$ cat src/rtl/cfgrom_pkg.sv
package cfgrom_pkg;

  localparam int unsigned REV_OFS     = 13;
  localparam int unsigned LEN_OFS     = 14;
  localparam int unsigned HDR_BYTES   = 22;
  localparam int unsigned DATA_OFS    = 13;
  localparam int unsigned ENT_HDR     = 2;
  localparam int unsigned PORT_LEN    = 8;
  localparam int unsigned MAX_REV     = 2;
  localparam int unsigned TYPE_BIT    = 7;
  localparam int unsigned DIS_BIT     = 6;
  localparam int unsigned LINK_BIT    = 4;
  localparam int unsigned PARTNER_BIT = 7;

  typedef enum logic [1:0] {
    ERR_NONE     = 2'd0,
    ERR_SMALL    = 2'd1,
    ERR_OVERRUN  = 2'd2,
    ERR_PORT_LEN = 2'd3
  } err_e;

  typedef enum logic [1:0] {
    NAME_NONE   = 2'd0,
    NAME_VENDOR = 2'd1,
    NAME_DEVICE = 2'd2
  } name_e;

  typedef struct packed {
    logic       is_port;
    logic [5:0] index;
    logic       disabled;
    logic       link;
    logic       has_partner;
    logic [5:0] partner;
    logic [1:0] name;
    logic [7:0] str_len;
  } rec_t;

endpackage

$ cat src/rtl/cfgrom_fetch.sv
module cfgrom_fetch #(
  parameter int AW = 11
) (
  input  logic          clk,
  input  logic          rst_n,
  input  logic          req_i,
  input  logic [AW-1:0] addr_i,
  output logic          rd_en_o,
  output logic [AW-1:0] rd_addr_o,
  input  logic [7:0]    rd_data_i,
  output logic          ok_o,
  output logic [7:0]    data_o
);

  logic pend_q;

  assign rd_en_o   = req_i && !pend_q;
  assign rd_addr_o = addr_i;
  assign ok_o      = pend_q;
  assign data_o    = rd_data_i;

  always_ff @(posedge clk) begin
    if (!rst_n) pend_q <= 1'b0;
    else        pend_q <= rd_en_o;
  end

  AST_RD_SPACED: assert property (@(posedge clk) disable iff (!rst_n)
    rd_en_o |=> !rd_en_o);

endmodule

$ cat src/rtl/cfgrom_entry_check.sv
module cfgrom_entry_check #(
  parameter int AW = 11
) (
  input  logic [AW-1:0] pos_i,
  input  logic [AW-1:0] size_i,
  input  logic [7:0]    len_i,
  input  logic [7:0]    hdr_i,
  output logic          overrun_o,
  output logic          is_port_o,
  output logic          disabled_o,
  output logic [5:0]    index_o,
  output logic          port_len_bad_o,
  output logic [AW-1:0] next_pos_o,
  output logic          at_end_o
);
  import cfgrom_pkg::*;

  localparam int CW = AW + 1;

  logic [CW-1:0] end_w, size_w, pos_w;

  assign pos_w  = {1'b0, pos_i};
  assign size_w = {1'b0, size_i};
  assign end_w  = pos_w + CW'(len_i);

  assign overrun_o = (len_i == 8'd0)
                  || (pos_w + CW'(1) == size_w)
                  || (end_w > size_w);

  assign is_port_o      = hdr_i[TYPE_BIT];
  assign disabled_o     = hdr_i[DIS_BIT];
  assign index_o        = hdr_i[5:0];
  assign port_len_bad_o = (len_i != 8'(PORT_LEN));
  assign next_pos_o     = end_w[AW-1:0];
  assign at_end_o       = (end_w == size_w);

endmodule

$ cat src/rtl/cfgrom_rec_out.sv
module cfgrom_rec_out (
  input  logic                 clk,
  input  logic                 rst_n,
  input  logic                 load_i,
  input  cfgrom_pkg::rec_t     rec_i,
  output logic                 valid_o,
  input  logic                 ready_i,
  output cfgrom_pkg::rec_t     rec_o
);
  import cfgrom_pkg::*;

  always_ff @(posedge clk) begin
    if (!rst_n) begin
      valid_o <= 1'b0;
      rec_o   <= '0;
    end else if (load_i) begin
      valid_o <= 1'b1;
      rec_o   <= rec_i;
    end else if (valid_o && ready_i) begin
      valid_o <= 1'b0;
    end
  end

  AST_REC_STABLE: assert property (@(posedge clk) disable iff (!rst_n)
    (valid_o && !ready_i) |=> (valid_o && $stable(rec_o)));
  AST_NO_OVERWRITE: assert property (@(posedge clk) disable iff (!rst_n)
    load_i |-> !valid_o);

endmodule

$ cat src/rtl/cfgrom_walker.sv
module cfgrom_walker #(
  parameter int AW = 11
) (
  input  logic          clk,
  input  logic          rst_n,
  input  logic          start,
  output logic          busy,
  output logic          done,
  output logic [1:0]    err_code,
  output logic          rev_warn,
  output logic          rd_en,
  output logic [AW-1:0] rd_addr,
  input  logic [7:0]    rd_data,
  output logic          rec_valid,
  input  logic          rec_ready,
  output logic          rec_is_port,
  output logic [5:0]    rec_index,
  output logic          rec_disabled,
  output logic          rec_link,
  output logic          rec_has_partner,
  output logic [5:0]    rec_partner,
  output logic [1:0]    rec_name,
  output logic [7:0]    rec_str_len
);
  import cfgrom_pkg::*;

  localparam int CW = AW + 1;

  typedef enum logic [3:0] {
    ST_IDLE, ST_REV, ST_LLO, ST_LHI, ST_SIZE, ST_ELEN, ST_ECHK,
    ST_EHDR, ST_DEC, ST_PB2, ST_PB3, ST_HOLD
  } st_e;

  st_e           st;
  logic [7:0]    lenlo_q, elen_q, ehdr_q, b2_q;
  logic [AW-1:0] size_q, pos_q;
  err_e          err_q;
  logic          warn_q, done_q;

  logic          f_req, f_ok;
  logic [AW-1:0] f_addr;
  logic [7:0]    f_data;

  logic          ov, is_port, dis, plen_bad, at_end;
  logic [5:0]    idx;
  logic [AW-1:0] next_pos;
  logic [CW-1:0] size_calc;

  rec_t          pl, rec_q;
  logic          rec_load;

  // address selection per fetch state
  always_comb begin
    f_req  = 1'b1;
    f_addr = '0;
    unique case (st)
      ST_REV:  f_addr = AW'(REV_OFS);
      ST_LLO:  f_addr = AW'(LEN_OFS);
      ST_LHI:  f_addr = AW'(LEN_OFS + 1);
      ST_ELEN: f_addr = pos_q;
      ST_EHDR: f_addr = pos_q + AW'(1);
      ST_PB2:  f_addr = pos_q + AW'(2);
      ST_PB3:  f_addr = pos_q + AW'(3);
      default: f_req  = 1'b0;
    endcase
  end

  cfgrom_fetch #(.AW(AW)) u_fetch (
    .clk       (clk),
    .rst_n     (rst_n),
    .req_i     (f_req),
    .addr_i    (f_addr),
    .rd_en_o   (rd_en),
    .rd_addr_o (rd_addr),
    .rd_data_i (rd_data),
    .ok_o      (f_ok),
    .data_o    (f_data)
  );

  cfgrom_entry_check #(.AW(AW)) u_check (
    .pos_i          (pos_q),
    .size_i         (size_q),
    .len_i          (elen_q),
    .hdr_i          (ehdr_q),
    .overrun_o      (ov),
    .is_port_o      (is_port),
    .disabled_o     (dis),
    .index_o        (idx),
    .port_len_bad_o (plen_bad),
    .next_pos_o     (next_pos),
    .at_end_o       (at_end)
  );

  assign size_calc = CW'({f_data[1:0], lenlo_q}) + CW'(DATA_OFS);

  // record assembly
  always_comb begin
    pl          = '0;
    pl.is_port  = is_port;
    pl.index    = idx;
    pl.disabled = dis;
    if (st == ST_PB3) begin
      pl.link        = b2_q[LINK_BIT];
      pl.has_partner = b2_q[PARTNER_BIT];
      if (b2_q[PARTNER_BIT]) pl.partner = f_data[5:0];
    end
    if (!is_port) begin
      if (idx == 6'd1)      pl.name = NAME_VENDOR;
      else if (idx == 6'd2) pl.name = NAME_DEVICE;
      if (pl.name != NAME_NONE) pl.str_len = elen_q - 8'(ENT_HDR);
    end
  end

  assign rec_load = ((st == ST_DEC) && !(is_port && !dis))
                 || ((st == ST_PB3) && f_ok);

  cfgrom_rec_out u_rec (
    .clk     (clk),
    .rst_n   (rst_n),
    .load_i  (rec_load),
    .rec_i   (pl),
    .valid_o (rec_valid),
    .ready_i (rec_ready),
    .rec_o   (rec_q)
  );

  always_ff @(posedge clk) begin
    if (!rst_n) begin
      st      <= ST_IDLE;
      lenlo_q <= '0;
      elen_q  <= '0;
      ehdr_q  <= '0;
      b2_q    <= '0;
      size_q  <= '0;
      pos_q   <= '0;
      err_q   <= ERR_NONE;
      warn_q  <= 1'b0;
      done_q  <= 1'b0;
    end else begin
      done_q <= 1'b0;
      unique case (st)
        ST_IDLE: if (start) begin
          err_q  <= ERR_NONE;
          warn_q <= 1'b0;
          st     <= ST_REV;
        end
        ST_REV: if (f_ok) begin
          warn_q <= (f_data > 8'(MAX_REV));
          st     <= ST_LLO;
        end
        ST_LLO: if (f_ok) begin
          lenlo_q <= f_data;
          st      <= ST_LHI;
        end
        ST_LHI: if (f_ok) begin
          size_q <= size_calc[AW-1:0];
          st     <= ST_SIZE;
        end
        ST_SIZE: begin
          pos_q <= AW'(HDR_BYTES);
          if (size_q < AW'(HDR_BYTES)) begin
            err_q <= ERR_SMALL;
            st    <= ST_IDLE;
          end else if (size_q == AW'(HDR_BYTES)) begin
            done_q <= 1'b1;
            st     <= ST_IDLE;
          end else begin
            st <= ST_ELEN;
          end
        end
        ST_ELEN: if (f_ok) begin
          elen_q <= f_data;
          st     <= ST_ECHK;
        end
        ST_ECHK: begin
          if (ov) begin
            err_q <= ERR_OVERRUN;
            st    <= ST_IDLE;
          end else begin
            st <= ST_EHDR;
          end
        end
        ST_EHDR: if (f_ok) begin
          ehdr_q <= f_data;
          st     <= ST_DEC;
        end
        ST_DEC: begin
          if (is_port && !dis) begin
            if (plen_bad) begin
              err_q <= ERR_PORT_LEN;
              st    <= ST_IDLE;
            end else begin
              st <= ST_PB2;
            end
          end else begin
            st <= ST_HOLD;
          end
        end
        ST_PB2: if (f_ok) begin
          b2_q <= f_data;
          st   <= ST_PB3;
        end
        ST_PB3: if (f_ok) st <= ST_HOLD;
        ST_HOLD: if (rec_valid && rec_ready) begin
          pos_q <= next_pos;
          if (at_end) begin
            done_q <= 1'b1;
            st     <= ST_IDLE;
          end else begin
            st <= ST_ELEN;
          end
        end
        default: st <= ST_IDLE;
      endcase
    end
  end

  assign busy            = (st != ST_IDLE);
  assign done            = done_q;
  assign err_code        = err_q;
  assign rev_warn        = warn_q;
  assign rec_is_port     = rec_q.is_port;
  assign rec_index       = rec_q.index;
  assign rec_disabled    = rec_q.disabled;
  assign rec_link        = rec_q.link;
  assign rec_has_partner = rec_q.has_partner;
  assign rec_partner     = rec_q.partner;
  assign rec_name        = rec_q.name;
  assign rec_str_len     = rec_q.str_len;

  AST_ENTRY_ADDR_IN: assert property (@(posedge clk) disable iff (!rst_n)
    (rd_en && (st inside {ST_ELEN, ST_EHDR, ST_PB2, ST_PB3})) |-> (rd_addr < size_q));
  AST_DONE_CLEAN: assert property (@(posedge clk) disable iff (!rst_n)
    done |-> (err_code == 2'd0 && !rec_valid && !busy));
  AST_ERR_HELD: assert property (@(posedge clk) disable iff (!rst_n)
    ((err_code != 2'd0) && !start) |=> (err_code == $past(err_code)));
  AST_DISABLED_BLANK: assert property (@(posedge clk) disable iff (!rst_n)
    (rec_valid && rec_disabled) |-> (!rec_link && !rec_has_partner && rec_partner == 6'd0));

endmodule

$ cat config.mk
export PLATFORM = sky130hd
export DESIGN_NAME = cfgrom_walker
export DESIGN_NICKNAME = d
export VERILOG_FILES = /design/src/rtl/cfgrom_pkg.sv /design/src/rtl/cfgrom_fetch.sv /design/src/rtl/cfgrom_entry_check.sv /design/src/rtl/cfgrom_rec_out.sv /design/src/rtl/cfgrom_walker.sv
export SDC_FILE = /design/constraint.sdc
export NUM_CORES = 1
export LEC_CHECK = 0
export BUFFER_PORTS_ARGS = -buffer_cell sky130_fd_sc_hd__buf_2
export CAP_MARGIN = 40
export CORE_UTILIZATION = 31
export DETAILED_ROUTE_END_ITERATION = 10
export PLACE_DENSITY = 0.54
export SLEW_MARGIN = 30
export SYNTH_ARGS = -nofsm -noshare
export SYNTH_HDL_FRONTEND = slang
export SYNTH_HIERARCHICAL = 1
export SYNTH_SLANG_ARGS = --single-unit
$ cat constraint.sdc
create_clock -name clk -period 4.1 [get_ports clk]
set_clock_uncertainty 0.15 [all_clocks]
set_input_delay 0.41 -clock clk [delete_from_list [all_inputs] [get_ports clk]]
set_output_delay 0.41 -clock clk [all_outputs]
set_load 0.03 [all_outputs]
==> results of run 1 <==
==> repair_timing <==
item                                   CTS  global route
endpoints found under the hold margin    0             0
setup endpoints to repair                2             4
pin swaps                                5            22
gates resized for setup                  5            17
buffers inserted                         1             2
==> critical path, cell delays in order (launching register included) <==
cell,delay (ps)
dfxtp_2,340
buf_4,140
fa_2,380
a21o_1,170
a21oi_2,150
nor2b_2,70
o21a_1,170
nor2_2,150
xnor2_2,150
ha_1,270
nand4_1,110
nor2_2,60
a221o_1,330
a211oi_2,210
o31ai_2,130
or3b_1,380
a311o_1,310
o31ai_1,60
mux2i_1,100
a21boi_1,130
==> cell type report <==
| cell class | instances | area, sq um |
|---|---|---|
| Sequential cell | 84 | 1690 |
| Fill cell | 1980 | 12000 |
| Tap cell | 260 | 325 |
| Inverter | 24 | 90.1 |
| Multi-Input combinational cell | 541 | 3850 |
| Clock inverter | 6 | 58.8 |
| Timing Repair Buffer | 98 | 619 |
| Clock buffer | 10 | 239 |
==> routing by layer <==
| layer | share of wire (%) | global-route usage, % |
|---|---|---|
| met5 | 0 | 0 |
| met4 | 1.2 | 5.43 |
| met3 | 4.0 | 2.31 |
| met2 | 46 | 26.5 |
| met1 | 49 | 22.7 |
==> registers in the layout, summed over array words and instances, names as in the netlist <==
register / count
done: 1
u_rec/rec_o: 26
u_rec/valid_o: 1
lenlo_q: 8
pos_q: 11
err_code: 2
elen_q: 8
u_fetch/ok_o: 1
size_q: 11
b2_q: 2
rev_warn: 1
st: 4
ehdr_q: 8
==> cell families (layout without fill, tap and decap cells) <==
family,Yosys count,count (layout),synth area share [%]
xor gates and xnor gates,34,34,4.98
muxes,43,43,7.20
adders and majority gates,26,26,5.53
and+or+nand+nor,274,274,24.6
DFF,84,84,28.1
AOI/OAI and AO/OA,164,164,20.7
buffers and inverters,89,138,8.92
==> report_power, final <==
group          total, W  leakage (nW)  switching [W]  internal (W)
combinational  0.000982          2.02       0.000616      0.000365
sequential     0.000890         0.680      0.0000368      0.000853
clock          0.000821         0.142       0.000383      0.000438
total           0.00269          2.84        0.00104       0.00166
==> metrics by stage <==
stage / cells / worst slack, ps / TNS [ps] / hold slack, ps / power (W)
2_1_floorplan: 714 / 25.4 / 0 / 285 / 0.00172
3_3_place_gp: 1002 / -47.3 / -55.8 / 312 / 0.00187
3_5_place_dp: 1002 / -95.2 / -139 / 320 / 0.00187
4_1_cts: 1019 / -7.15 / -7.15 / 205 / 0.00270
5_1_grt: 1023 / -132 / -132 / 215 / 0.00283
6_report: 1023 / 66.9 / 0 / 212 / 0.00269
==> cells in the final DEF, fill, tap and decap left out, types with 4 or more instances in the layout <==
cell type	n
a211oi_2	4
a21boi_1	27
a21o_1	7
a21oi_1	22
a31oi_1	4
and2_1	4
and3_1	12
buf_2	55
buf_4	40
clkbuf_16	9
dfxtp_1	80
dfxtp_2	4
ha_1	22
inv_1	23
mux2i_1	43
nand2_1	61
nand2b_1	5
nand3_1	45
nand4_1	9
nor2_1	33
nor2_2	5
nor2b_1	48
nor3_1	14
nor3b_1	5
nor4_1	7
o211a_1	10
o21a_1	6
o21ai_0	18
o21ai_1	12
xnor2_1	15
xor2_1	18
==> final timing paths <==
| path | to | cells past startpoint | from | slack [ps] |
|---|---|---|---|---|
| worst max-delay path | st[2]$_SDFFE_PN0P_ | 19 | pos_q[1]$_SDFFE_PN0P_ | 70 |
| worst min-delay path | ehdr_q[6]$_SDFFE_PN0P_ | 3 | rd_data[6] | 210 |
| worst max register to register | st[2]$_SDFFE_PN0P_ | 19 | pos_q[1]$_SDFFE_PN0P_ | 70 |
| worst min register to register | ehdr_q[3]$_SDFFE_PN0P_ | 2 | ehdr_q[3]$_SDFFE_PN0P_ | 330 |
==> results.toml, run 1 <==
[min_path]
holdCritPathClass = "in2reg"

[clocking]
hold_buffers = 0
htreeDepth = 3
cts_tree = "built"
clk_latency_ps = 350
cts.sinks = 84
cts-root-buf = "clkbuf_16"
clk_pin_slew_ps = 70
cts_buffers = 9
clockBufferDepth = 2

[logic_synthesis]
synth_edf_count = 0
synth_top_area_cell = "dfxtp_1"
avgSynthCellArea_sq_um = 8.37
ys_ff_latch = 84
synthTopCellsByCount = "dfxtp_1, nand2_1, nor2b_1"
yosysSeqAreaShare_pct = 28.1
yosysMostFrequentCell = "dfxtp_1"
yosysTopAreaCellShare_pct = 28.1
syn-num-nets = 751
yosysWarningCount = 6
synth_cell_type_count = 92
synthTopCellsByArea = "dfxtp_1, mux2i_1, nor2b_1"
syn-instance-count = 714
async_flop_share_pct = 0
synth_ff_type = "dfxtp_1"
synth_area_sq_um = 5980

[setup_path]
startpoint_type = "flop"
crit_required_ps = 4240
arrival_ps = 4170
end_kind = "flop"
critPathKind = "reg2reg"
cp_max_fo = 3

[placement]
gp_congestion = 0.808
port_buffers = 55
dp_hpwl_mm = 11.5
place_area_sq_um = 6430

[detailed_routing]
drt_iter0_markers = 328
routedWlPerCell_um = 15.7
vias_per_cell = 5.04
drc = 0
drt_wl_total_mm = 16.0
antenna_left = 0
detail_route.first_pass.iterations = 5
vias = 5159

[power_and_ir_drop]
vdd_drop_max_uv = 274
power_density_nw_per_um2 = 392
p_leak_nw = 2.84

[floorplan]
dieArea_sq_um = 19800
rows = 50
initial_core_util_pct = 31.7
die_y_um = 141
num_io_pins = 56
die-width_um = 141
core_area_sq_um = 18800

[global_routing]
grt_overflow = 0
grt_pass1_wl_mm = 25.9
grt_start_max_net_pins = 53
track_usage_pct = 16.5
grt_pass1_vias = 4869
antenna_found_initial = 0

[timing]
final.min_clock_period_ps = 4030
finalHoldViolCount = 0
period_share_pct = 98.4
worstMarginPinSlew_ps = 761
fmax_mhz = 248
drv_slew = 0
slew_headroom_pct = 49.2
setup_viol = 0
rsz0062_at_grt = "true"

[cells_and_area]
final_core_util_pct = 36.5
layout-drive-gt1-share_pct = 20.7
fin_area_sq_um = 6870
areaGrowthSynthToFinish_pct = 14.9
nets = 795
antenna_cells = 0

[job]
max_cap_viol_count = 0

[outcome]
status = "finished, final reports clean"
Power figures use the tool's default switching activity.
==> run 2: changes to the inputs <==
--- a/config.mk
+++ b/config.mk
@@ -10,7 +10,8 @@
 export CORE_UTILIZATION = 31
 export DETAILED_ROUTE_END_ITERATION = 10
 export PLACE_DENSITY = 0.54
-export SLEW_MARGIN = 30
+export REMOVE_ABC_BUFFERS = 1
+export SLEW_MARGIN = 20
 export SYNTH_ARGS = -nofsm -noshare
 export SYNTH_HDL_FRONTEND = slang
 export SYNTH_HIERARCHICAL = 1
==> run 2 against run 1 <==
Critical endpoint is now err_code[0]$_SDFFE_PN0P_. Core utilization rose by 0.53 points. Critical path type unchanged. Global-route usage down 0.14 points. Count of clock-buffer cells in the layout stayed put. Cell count rose by 1.2%. Routed wire length rose by 1.2%. Combinational power is essentially flat. Clock power about the same. Sequential power rose by 2.2%. Die area did not move. Register-to-register slack worse by 40 ps. Non-clock buffer count up 12. Maximum frequency shrank 0.88%.
==> results.toml, run 2 (synthesized netlist as in run 1, its figures left out) <==
[outcome]
status = "finished, final reports clean"

[timing]
finalHoldViolCount = 0
drv_slew = 0
slew_headroom_pct = 50.8
period_share_pct = 99.2
rsz0062_at_grt = "true"
fmax_mhz = 246
setup_tns_ps = 0
final.min_clock_period_ps = 4070
worstMarginPinSlew_ps = 737
setup_viol = 0

[clocking]
clk_latency_ps = 350
cts_buffers = 9
clk_pin_slew_ps = 70
cts.sinks = 84
clockBufferDepth = 2
cts_tree = "built"
hold_buffers = 0
htreeDepth = 3
cts-root-buf = "clkbuf_16"

[setup_path]
rr_worst_depth = 21
critPathKind = "reg2reg"
crit_required_ps = 4240
cp_max_fo = 2
startpoint_type = "flop"
arrival_ps = 4210
end_kind = "flop"

[cells_and_area]
layout_commonest_cell = "dfxtp_1"
stdcell_count = 1035
areaGrowthSynthToFinish_pct = 16.6
regMostFlops = "u_rec/rec_o"
multi_input_area_sq_um = 3870
fin_area_sq_um = 6970
largest_register_ffs = 26
reg.largest.list = "u_rec/rec_o (26), pos_q (11), size_q (11)"
layout-drive-gt1-share_pct = 21.9
antenna_cells = 0
final_cell_mix = "dfxtp_1, nand2_1, buf_2"
nets = 807
n_fill_cell = 1970
final_core_util_pct = 37.0
regArea_sq_um = 1690

[global_routing]
met3_usage_pct = 3.09
met2_usage_pct = 25.6
grt_start_max_net_pins = 46
busiest_layer = "met2"
track_usage_pct = 16.4
grt_pass1_wl_mm = 25.9
grtUsageMet1_pct = 22.4
antenna_found_initial = 0
grt_overflow = 0
grt_pass1_vias = 4862

[detailed_routing]
drt_iter0_markers = 308
vias_per_cell = 5.05
drt_wl_total_mm = 16.2
drc = 0
vias = 5222
antenna_left = 0
detail_route.first_pass.iterations = 7
routedWlPerCell_um = 15.7

[placement]
place_area_sq_um = 6460
gp_congestion = 0.868
placed_cells = 1007
port_buffers = 55
dp_hpwl_mm = 11.6

[floorplan]
die_y_um = 141
initial_core_util_pct = 31.7
rows = 50
core_area_sq_um = 18800
dieArea_sq_um = 19800
die-width_um = 141
num_io_pins = 56

[power_and_ir_drop]
power_density_nw_per_um2 = 392
vdd_drop_max_uv = 218
p_leak_nw = 2.92
total_power_w = 0.00273

[min_path]
hold_depth = 3
holdCritPathClass = "in2reg"

[job]
max_cap_viol_count = 0
run 2: per-stage QoR:
stage | hold slack, ps | setup WS (ps)
global placement | 299 | -240
floorplan | 294 | -348
CTS | 209 | 12.9
detailed placement | 304 | -302
global route | 224 | -168
finish | 221 | 30.9
run 2: per-layer routing:
layer / wire length (um) / up-vias
li1: - / 2647
met1: 7890 / 2439
met2: 7250 / 118
met3: 798 / 18
met4: 281 / 0
met5: 0 / -
run 2: final timing paths:
check,start,slack [ps],end
setup / recovery,elen_q[0]$_SDFFE_PN0P_,30,err_code[0]$_SDFFE_PN0P_
hold / removal,rd_data[6],220,ehdr_q[6]$_SDFFE_PN0P_
setup reg to reg,elen_q[0]$_SDFFE_PN0P_,30,err_code[0]$_SDFFE_PN0P_
hold reg to reg,err_code[0]$_SDFFE_PN0P_,320,err_code[0]$_SDFFE_PN0P_
run 2: where the power goes:
group	switching (W)	total, W	internal, W
Sequential	0.0000565	0.000910	0.000853
Combinational	0.000610	0.00100	0.000390
Clock	0.000351	0.000824	0.000473
Total	0.00102	0.00273	0.00172
run 2: worst max-delay path, cell delays in order, from the launching register on:
cell      delay, ps
dfxtp_2         340
ha_4            160
fa_2            350
a21o_1          190
a21oi_2         140
nor2b_1          70
o21ai_1         160
buf_4           150
nor2_4           40
xor2_2          150
ha_1            330
nand3_2         100
nor2_4          140
a221o_1         170
a211oi_2         70
o31ai_2         100
buf_4           160
and2b_2         230
a311oi_4        220
o211ai_2        150
a2111o_1        310
a21boi_2        110
run 2: what timing repair did:
item,CTS,global route
pin swaps,11,26
buffers inserted,9,2
endpoints found under the setup margin,4,4
gates resized for setup,13,18
hold endpoints to repair,0,0
run 2: area by class of cell:
type / instances / share of cell area, %
Tap cell: 260 / 4.67
Clock buffer: 10 / 3.29
Timing Repair Buffer: 110 / 9.99
Clock inverter: 6 / 0.916
Sequential cell: 84 / 24.2
Multi-Input combinational cell: 541 / 55.6
Inverter: 24 / 1.29
